<file path="config.mk">
export PLATFORM = sky130hd
export DESIGN_NAME = sram_seq_ctrl
export DESIGN_NICKNAME = d
export VERILOG_FILES = /design/src/rtl/sram_seq_pkg.sv /design/src/rtl/sram_bank_cfg_sel.sv /design/src/rtl/sram_cycle_timer.sv /design/src/rtl/sram_pin_drive.sv /design/src/rtl/sram_seq_ctrl.sv
export SDC_FILE = /design/constraint.sdc
export NUM_CORES = 1
export LEC_CHECK = 0
export BUFFER_PORTS_ARGS = -buffer_cell sky130_fd_sc_hd__buf_2
export CAP_MARGIN = 25
export CORE_ASPECT_RATIO = 0.7
export CORE_UTILIZATION = 48
export CTS_BUF_LIST = sky130_fd_sc_hd__clkbuf_8
export CTS_CLUSTER_SIZE = 24
export DETAILED_ROUTE_END_ITERATION = 8
export PLACE_DENSITY_LB_ADDON = 0.3
export SETUP_SLACK_MARGIN = 0.3
export SYNTH_ARGS = -nofsm -noshare
export SYNTH_HDL_FRONTEND = slang
export SYNTH_SLANG_ARGS = --single-unit
</file>
<file path="constraint.sdc">
create_clock -name clk -period 2.83 [get_ports clk]
set_input_delay 0.566 -clock clk [delete_from_list [all_inputs] [get_ports clk]]
set_output_delay 0.566 -clock clk [all_outputs]
set_load 0.05 [all_outputs]
</file>
<file path="src/rtl/sram_seq_pkg.sv">
package sram_seq_pkg;
   localparam int RD_LAT_W = 4;
   localparam int WR_LEN_W = 4;
   localparam int RECOV_W  = 3;
   localparam int MTYPE_W  = 3;
   localparam int CFG_W    = RD_LAT_W + WR_LEN_W + RECOV_W + MTYPE_W;
   localparam logic [MTYPE_W-1:0] MTYPE_SRAM = 3'b001;

   typedef struct packed {
      logic [MTYPE_W-1:0]  mtype;
      logic [RECOV_W-1:0]  recov;
      logic [WR_LEN_W-1:0] wr_len;
      logic [RD_LAT_W-1:0] rd_lat;
   } bank_cfg_t;

   typedef enum logic [2:0] {
      ST_IDLE, ST_SETUP, ST_READ, ST_WRITE, ST_RECOV
   } seq_state_t;
endpackage

</file>
<file path="src/rtl/sram_bank_cfg_sel.sv">
module sram_bank_cfg_sel
   import sram_seq_pkg::*;
#(
   parameter int NUM_BANKS = 6,
   localparam int BANK_W = $clog2(NUM_BANKS)
) (
   input  logic [NUM_BANKS-1:0][CFG_W-1:0] bank_cfg,
   input  logic [BANK_W-1:0]               bank,
   output bank_cfg_t                       sel,
   output logic                            ok
);
   bank_cfg_t cfg_arr [NUM_BANKS];
   logic      in_range;

   for (genvar b = 0; b < NUM_BANKS; b++) begin : g_unpack
      assign cfg_arr[b] = bank_cfg_t'(bank_cfg[b]);
   end

   always_comb begin
      sel = '0;
      for (int b = 0; b < NUM_BANKS; b++) begin
         if (bank == BANK_W'(b)) sel = cfg_arr[b];
      end
   end

   assign in_range = ({1'b0, bank} < (BANK_W+1)'(NUM_BANKS));
   assign ok       = in_range && (sel.mtype == MTYPE_SRAM);
endmodule

</file>
<file path="src/rtl/sram_cycle_timer.sv">
module sram_cycle_timer #(
   parameter int CNT_W = 5
) (
   input  logic             clk,
   input  logic             rst_n,
   input  logic             load,
   input  logic [CNT_W-1:0] load_val,
   output logic [CNT_W-1:0] cnt,
   output logic             zero
);
   always_ff @(posedge clk or negedge rst_n) begin
      if (!rst_n)            cnt <= '0;
      else if (load)         cnt <= load_val;
      else if (cnt != '0)    cnt <= cnt - 1'b1;
   end

   assign zero = (cnt == '0);

   AST_TIMER_STEP: assert property (@(posedge clk) disable iff (!rst_n)
      (!load && cnt != '0) |=> (cnt == $past(cnt) - 1'b1));
endmodule

</file>
<file path="src/rtl/sram_pin_drive.sv">
module sram_pin_drive
   import sram_seq_pkg::*;
#(
   parameter int NUM_BANKS = 6,
   parameter int ADDR_W    = 26,
   parameter int DATA_W    = 32,
   parameter int CNT_W     = 5,
   localparam int BANK_W = $clog2(NUM_BANKS),
   localparam int BE_W   = DATA_W / 8
) (
   input  seq_state_t          state,
   input  logic [BANK_W-1:0]   bank,
   input  logic                rd,
   input  logic [BE_W-1:0]     be,
   input  logic [WR_LEN_W-1:0] wr_len,
   input  logic [CNT_W-1:0]    cnt,
   input  logic [ADDR_W-1:0]   addr,
   input  logic [1:0]          beat,
   input  logic [DATA_W-1:0]   wdata,
   output logic [NUM_BANKS-1:0] cs_n,
   output logic [ADDR_W-1:0]   mem_addr,
   output logic                oe_n,
   output logic                we_n,
   output logic                rdwr,
   output logic [BE_W-1:0]     bmask_n,
   output logic [DATA_W-1:0]   dout,
   output logic                dout_en
);
   logic cs_phase, lane_phase, we_window;

   assign cs_phase   = (state == ST_READ) || (state == ST_WRITE);
   assign lane_phase = cs_phase || (state == ST_SETUP);

   for (genvar b = 0; b < NUM_BANKS; b++) begin : g_cs
      assign cs_n[b] = !(cs_phase && (bank == BANK_W'(b)));
   end

   assign we_window = (cnt != '0) && (cnt <= CNT_W'(wr_len) + CNT_W'(1));
   assign oe_n      = !(state == ST_READ);
   assign we_n      = !((state == ST_WRITE) && we_window);
   assign rdwr      = rd;
   assign mem_addr  = {addr[ADDR_W-1:2], addr[1:0] + beat};
   assign bmask_n   = lane_phase ? (rd ? '0 : ~be) : '1;
   assign dout      = wdata;
   assign dout_en   = !rd && ((state == ST_SETUP) || (state == ST_WRITE));
endmodule

</file>
<file path="src/rtl/sram_seq_ctrl.sv">
module sram_seq_ctrl
   import sram_seq_pkg::*;
#(
   parameter int NUM_BANKS = 6,
   parameter int ADDR_W    = 26,
   parameter int DATA_W    = 32,
   localparam int BANK_W = $clog2(NUM_BANKS),
   localparam int BE_W   = DATA_W / 8
) (
   input  logic                           clk,
   input  logic                           rst_n,
   input  logic [NUM_BANKS-1:0][CFG_W-1:0] bank_cfg,
   input  logic                           req_valid,
   output logic                           req_ready,
   input  logic [BANK_W-1:0]              req_bank,
   input  logic [ADDR_W-1:0]              req_addr,
   input  logic                           req_write,
   input  logic [1:0]                     req_beats,
   input  logic [BE_W-1:0]                req_be,
   input  logic [DATA_W-1:0]              req_wdata,
   output logic                           resp_err,
   output logic                           resp_done,
   output logic                           rd_valid,
   output logic [DATA_W-1:0]              rd_data,
   output logic [NUM_BANKS-1:0]           mem_cs_n,
   output logic [ADDR_W-1:0]              mem_addr,
   output logic                           mem_oe_n,
   output logic                           mem_we_n,
   output logic                           mem_rdwr,
   output logic [BE_W-1:0]                mem_bmask_n,
   output logic [DATA_W-1:0]              mem_dout,
   output logic                           mem_dout_en,
   input  logic [DATA_W-1:0]              mem_din
);
   localparam int MAX_W = (RD_LAT_W > WR_LEN_W) ? RD_LAT_W : WR_LEN_W;
   localparam int CNT_W = ((MAX_W > RECOV_W + 1) ? MAX_W : RECOV_W + 1) + 1;

   if (DATA_W != 16 && DATA_W != 32) begin : g_bad_width
      $error("sram_seq_ctrl: DATA_W must be 16 or 32");
   end
   if (NUM_BANKS < 2 || NUM_BANKS > 8) begin : g_bad_banks
      $error("sram_seq_ctrl: NUM_BANKS must be 2 to 8");
   end
   if (ADDR_W < 3) begin : g_bad_addr
      $error("sram_seq_ctrl: ADDR_W must be at least 3");
   end

   seq_state_t          state_q;
   logic [BANK_W-1:0]   bank_q;
   logic [ADDR_W-1:0]   addr_q;
   logic                rd_q;
   logic [BE_W-1:0]     be_q;
   logic [DATA_W-1:0]   wdata_q;
   logic [1:0]          beats_q, beat_q;
   logic [RD_LAT_W-1:0] rd_lat_q;
   logic [WR_LEN_W-1:0] wr_len_q;
   logic [RECOV_W-1:0]  recov_q;

   bank_cfg_t        cfg_req;
   logic             cfg_ok;
   logic             tmr_load, tmr_zero, last_beat;
   logic [CNT_W-1:0] tmr_val, tmr_cnt, recov_val;

   sram_bank_cfg_sel #(.NUM_BANKS(NUM_BANKS)) i_cfg_sel (
      .bank_cfg (bank_cfg),
      .bank     (req_bank),
      .sel      (cfg_req),
      .ok       (cfg_ok)
   );

   sram_cycle_timer #(.CNT_W(CNT_W)) i_timer (
      .clk      (clk),
      .rst_n    (rst_n),
      .load     (tmr_load),
      .load_val (tmr_val),
      .cnt      (tmr_cnt),
      .zero     (tmr_zero)
   );

   assign last_beat = (beat_q == beats_q);
   assign recov_val = CNT_W'({recov_q, 1'b0});
   assign req_ready = (state_q == ST_IDLE);

   always_comb begin
      tmr_load = 1'b0;
      tmr_val  = '0;
      case (state_q)
         ST_SETUP: begin
            tmr_load = 1'b1;
            tmr_val  = rd_q ? CNT_W'(rd_lat_q) + CNT_W'(1) : CNT_W'(wr_len_q) + CNT_W'(2);
         end
         ST_READ: if (tmr_zero) begin
            tmr_load = 1'b1;
            tmr_val  = last_beat ? recov_val : CNT_W'(rd_lat_q);
         end
         ST_WRITE: if (tmr_zero) begin
            tmr_load = 1'b1;
            tmr_val  = recov_val;
         end
         default: ;
      endcase
   end

   always_ff @(posedge clk or negedge rst_n) begin
      if (!rst_n) begin
         state_q   <= ST_IDLE;
         bank_q    <= '0;
         addr_q    <= '0;
         rd_q      <= 1'b1;
         be_q      <= '0;
         wdata_q   <= '0;
         beats_q   <= '0;
         beat_q    <= '0;
         rd_lat_q  <= '0;
         wr_len_q  <= '0;
         recov_q   <= '0;
         resp_err  <= 1'b0;
         resp_done <= 1'b0;
         rd_valid  <= 1'b0;
         rd_data   <= '0;
      end else begin
         resp_err  <= 1'b0;
         resp_done <= 1'b0;
         rd_valid  <= 1'b0;
         case (state_q)
            ST_IDLE: if (req_valid) begin
               if (cfg_ok) begin
                  state_q  <= ST_SETUP;
                  bank_q   <= req_bank;
                  addr_q   <= req_addr;
                  rd_q     <= !req_write;
                  be_q     <= req_be;
                  wdata_q  <= req_wdata;
                  beats_q  <= req_write ? 2'd0 : req_beats;
                  beat_q   <= '0;
                  rd_lat_q <= cfg_req.rd_lat;
                  wr_len_q <= cfg_req.wr_len;
                  recov_q  <= cfg_req.recov;
               end else begin
                  resp_err <= 1'b1;
               end
            end
            ST_SETUP: state_q <= rd_q ? ST_READ : ST_WRITE;
            ST_READ: if (tmr_zero) begin
               rd_valid <= 1'b1;
               rd_data  <= mem_din;
               if (last_beat) begin
                  state_q   <= ST_RECOV;
                  resp_done <= 1'b1;
               end else begin
                  beat_q <= beat_q + 1'b1;
               end
            end
            ST_WRITE: if (tmr_zero) begin
               state_q   <= ST_RECOV;
               resp_done <= 1'b1;
            end
            ST_RECOV: if (tmr_zero) state_q <= ST_IDLE;
            default: state_q <= ST_IDLE;
         endcase
      end
   end

   sram_pin_drive #(
      .NUM_BANKS (NUM_BANKS),
      .ADDR_W    (ADDR_W),
      .DATA_W    (DATA_W),
      .CNT_W     (CNT_W)
   ) i_pins (
      .state    (state_q),
      .bank     (bank_q),
      .rd       (rd_q),
      .be       (be_q),
      .wr_len   (wr_len_q),
      .cnt      (tmr_cnt),
      .addr     (addr_q),
      .beat     (beat_q),
      .wdata    (wdata_q),
      .cs_n     (mem_cs_n),
      .mem_addr (mem_addr),
      .oe_n     (mem_oe_n),
      .we_n     (mem_we_n),
      .rdwr     (mem_rdwr),
      .bmask_n  (mem_bmask_n),
      .dout     (mem_dout),
      .dout_en  (mem_dout_en)
   );

   logic cs_any;
   assign cs_any = !(&mem_cs_n);

   AST_OE_WE_EXCL: assert property (@(posedge clk) disable iff (!rst_n)
      !(!mem_oe_n && !mem_we_n));
   AST_ONE_SELECT: assert property (@(posedge clk) disable iff (!rst_n)
      $onehot0(~mem_cs_n));
   AST_READ_LANES: assert property (@(posedge clk) disable iff (!rst_n)
      !mem_oe_n |-> (mem_bmask_n == '0 && mem_rdwr && !mem_dout_en));
   AST_WE_AFTER_CS: assert property (@(posedge clk) disable iff (!rst_n)
      $fell(mem_we_n) |-> $past(cs_any));
   AST_WE_BEFORE_CS: assert property (@(posedge clk) disable iff (!rst_n)
      $rose(mem_we_n) |-> cs_any);
   AST_WR_FULL_BUS: assert property (@(posedge clk) disable iff (!rst_n)
      !mem_we_n |-> mem_dout_en);
   AST_DIR_SETUP: assert property (@(posedge clk) disable iff (!rst_n)
      (cs_any && !$past(cs_any)) |-> $stable(mem_rdwr));
   AST_UPPER_ADDR: assert property (@(posedge clk) disable iff (!rst_n)
      (cs_any && $past(cs_any)) |-> $stable(mem_addr[ADDR_W-1:2]));
   AST_REJECT_QUIET: assert property (@(posedge clk) disable iff (!rst_n)
      resp_err |-> (!cs_any && !resp_done));
   AST_RECOV_BUSY: assert property (@(posedge clk) disable iff (!rst_n)
      $fell(cs_any) |-> (!req_ready && resp_done));
endmodule

</file>
==> impl_results.md <==
* Status: complete, no violations
* Worst Path Required at 2.26 ns
* Worst Setup Start Kind: flop
* Arrival time at the worst endpoint at 2.20 ns
* Layout Nets at 1010
* Mapped Area at 6062 µm²
* Util after Layout at 0.6705
* GRT met2 Usage at 0.4171
* Sequential share of the synthesized area at 0.5121
* Slew margin rel. at 0.3948
* Sequential Power Share at 0.296
* Num rows at 33
* Final hold viol count at 0
* Area growth from synthesis to layout at 32.90%
* Core area at 12020 µm²
* Crit end category: primary output
* RSZ-0062 raised after global routing: true
* Internal power at 5.423 mW
* Switching Fraction at 0.5073
* Combinational share of power at 0.547
* Most used DFF post-synth: dfrtp_1
* Clk slew on worst S/H paths at 0.08 ns
* Reg2Reg Capture Point: rd_data[3]
* FF+latch count, synth at 124
* Synthesized instance count at 537
* Post-Route Skew at 0.009996 ns
* Final std cells w/o fill at 983
* Reg2Reg Setup Slack at 0.45 ns
* Vias/cell at 5.157
* Syn avg cell area at 11.29 µm²
* CP bufs+invs at 2
* Die span in x at 136.3 µm
* Initial DRC count at 237
* Hold-fix buffers, CTS at 0
* Vias in the first global route at 5031
* Drt pass-1 iters at 5
* WHS at 0.2597 ns
* Largest net degree at the start of global routing at 73
* Insertion delay to the later sink of the worst-skew pair at 0.42 ns
* # port buffers at 294
* CP Max Fanout at 3
* Clk pwr share at 0.157
* R2R depth at 8
* Layout cell share with drive strength beyond 1 at 0.5339
* CTS sink count at 124
* GP Congestion at 0.8399
* Lkg Pwr at 4.228 nW
* First-pass GRT wire length at 24490 µm
* Top Ports at 295
* Gr usage total at 0.2447
* Min-delay worst type: primary input to asynchronous set/reset pin
* Hpwl dp at 12010 µm
* Fillers at 942
* CTS Root Cell: clkbuf_8
* Switching power at 5.585 mW
* Slowest CP cell: dfrtp_1
* Ys Warns at 0
* RR Startpoint: i_timer.cnt[0]
* Max Cap Viol at 0
* DIE AREA at 13090 µm²
* Setup TNS Final at 0 ns
* Antenna Nets Post-Route at 0
* Via count at 5069
* Max rail drop VDD at 0.001034 V
* Synth unique cells at 57
* GR Util met1 at 0.2979
* Tcrit/Tclk final at 0.9783
* Ant diodes at 0
* Ys async rst share at 1.000
* Initial core utilization at 0.5045
* Final Max Tran Viols at 0
* Critical Path, Cell by Cell: ha_1 -> inv_1 -> ha_1 -> nor2b_1 -> o21ai_1 -> nand2b_1 -> a211oi_2 -> o21bai_2 -> buf_6
* Cell mode on critical path: ha_1
* Final setup viols at 0
* Slew @ Worst Pin at 0.9077 ns
* Remaining Overflow, GRT at 0
* Inst Count DP at 947
* Min cycle time layout at 2.769 ns
* Met3 Usage GRT at 0.07267
* Cell Pwr Density at 1366 nW/µm²
* Post-synth EDFFs at 0
* Post-route DRC at 0
* Crit-path max cell delay at 0.42 ns
* Critical path's top delay family: adder cells
* CTS tree: yes
* Num CTS Buffers at 17
* Fmax at 361.2 MHz
* CTS Buffer Depth at 2
* H-tree Lvls at 4
* Post-Syn Nets at 734
* Post-Route WL at 15750 µm
* Die Y at 96.03 µm
* Type of the worst setup path: flop to primary output
* DR WL/cell at 16.02 µm
* Initial antenna violation count at 0
* GR peak layer: met2
## state kept, by name, indices dropped and copies added, names as in the netlist, 2 cells and up
name	count
beats_q	2
state_q	3
wr_len_q	4
i_timer.cnt	5
rd_lat_q	4
recov_q	3
addr_q	26
rd_data	32
bank_q	3
beat_q	2
wdata_q	32
be_q	4
## stage by stage
step | instance area, µm² | setup WS (ns) | power, mW
CTS | 8044 | 0.06631 | 11.06
detailed placement | 7536 | 0.2760 | 9.193
global route | 8056 | -0.06517 | 11.63
finish | 8056 | 0.06132 | 11.01
floorplan | 6071 | 0.3202 | 7.933
global placement | 7536 | 0.3354 | 9.016
## what timing repair did
item                                    in CTS  in global routing
buffers inserted                             3                  1
resized for setup                           13                  1
pin swaps                                    2                  0
endpoints found under the setup margin       6                  6
## worst max-delay path by stage
| stage | startpoint | endpoint | depth (start not counted) |
|---|---|---|---|
| finish | wr_len_q[1] | mem_we_n | 9 |
| global route | wr_len_q[1] | mem_we_n | 9 |
| CTS | wr_len_q[1] | mem_we_n | 9 |
| detailed placement | req_bank[0] | addr_q[3] | 7 |
| global placement | wr_len_q[1] | mem_we_n | 9 |
| floorplan | req_bank[0] | addr_q[2] | 8 |
## power by group through the flow
stage,Combinational (mW),Clock [mW],Sequential [mW]
after floorplan,3.13,0,4.81
after global placement,5.80,0,3.22
after detailed placement,5.92,0,3.28
after CTS,6.04,1.77,3.25
after global routing,6.39,1.86,3.38
final,6.03,1.73,3.25
## cells in the mapped netlist, types with 2 or more instances
cell type / n / area [µm²]
mux2_4: 7 / 105.1
nor3b_1: 2 / 15.01
o22ai_1: 7 / 43.79
mux2_2: 70 / 788.3
buf_6: 2 / 22.52
dfrtp_1: 123 / 3078
nor3_1: 4 / 20.02
ha_1: 10 / 125.1
mux4_2: 7 / 157.7
a21oi_1: 7 / 35.03
a211oi_1: 2 / 15.01
clkbuf_1: 14 / 52.55
or4b_1: 2 / 20.02
o221ai_1: 5 / 43.79
xor2_1: 3 / 26.28
nor2b_1: 5 / 31.28
nor2_1: 20 / 75.07
xnor2_1: 6 / 52.55
mux2i_1: 21 / 210.2
nand3_1: 7 / 35.03
nand2b_1: 7 / 43.79
or3_1: 2 / 12.51
buf_4: 24 / 180.2
nand2_1: 109 / 409.1
a22oi_1: 2 / 15.01
inv_1: 14 / 52.55
buf_2: 11 / 55.05
a31oi_1: 8 / 50.05
o21ai_0: 8 / 40.04
## layout by cell type (no fill, tap or decap), types with 8 or more instances in the layout
cell	n
buf_2	291
dfrtp_1	121
nand2_1	109
mux2_2	70
mux2i_1	21
nor2_1	19
clkbuf_8	19
inv_1	14
buf_4	14
a31oi_1	8
ha_1	8
## worst register-to-register path: stages (launching register included)
cell and delay [ns]:
dfrtp_1 0.42, inv_1 0.12, ha_2 0.23, or4b_4 0.55, or3_1 0.39, clkinv_1 0.08, buf_4 0.31, nand2_1 0.12
nand2_1 0.09
## kinds of logic after synthesis
family,Yosys count,share of synthesized area
buffers and inverters,66,0.06047
adder cells (fa/ha/maj),10,0.02064
multiplexers,105,0.2080
XOR/XNOR,9,0.01300
AO/OA/AOI/OAI,54,0.06234
AND/OR/NAND/NOR,169,0.1234
flip-flops,124,0.5121
## routing by layer
layer | routed length [µm] | vias up
li1 | - | 2390
met1 | 6340 | 2455
met2 | 8042 | 199
met3 | 1092 | 25
met4 | 271 | 0
met5 | 0 | -
## cell type report
type,count,area [µm²],share of cell area
clock buffer,19,261.5,0.03246
clock inverter,13,188.9,0.02345
inverter,15,56.30,0.006989
multi-input combinational,347,2634,0.3269
sequential,124,3107,0.3856
tap,157,196.4,0.02438
timing repair buffer,308,1613,0.2002
Note: power is estimated with default switching activity, not from simulation.
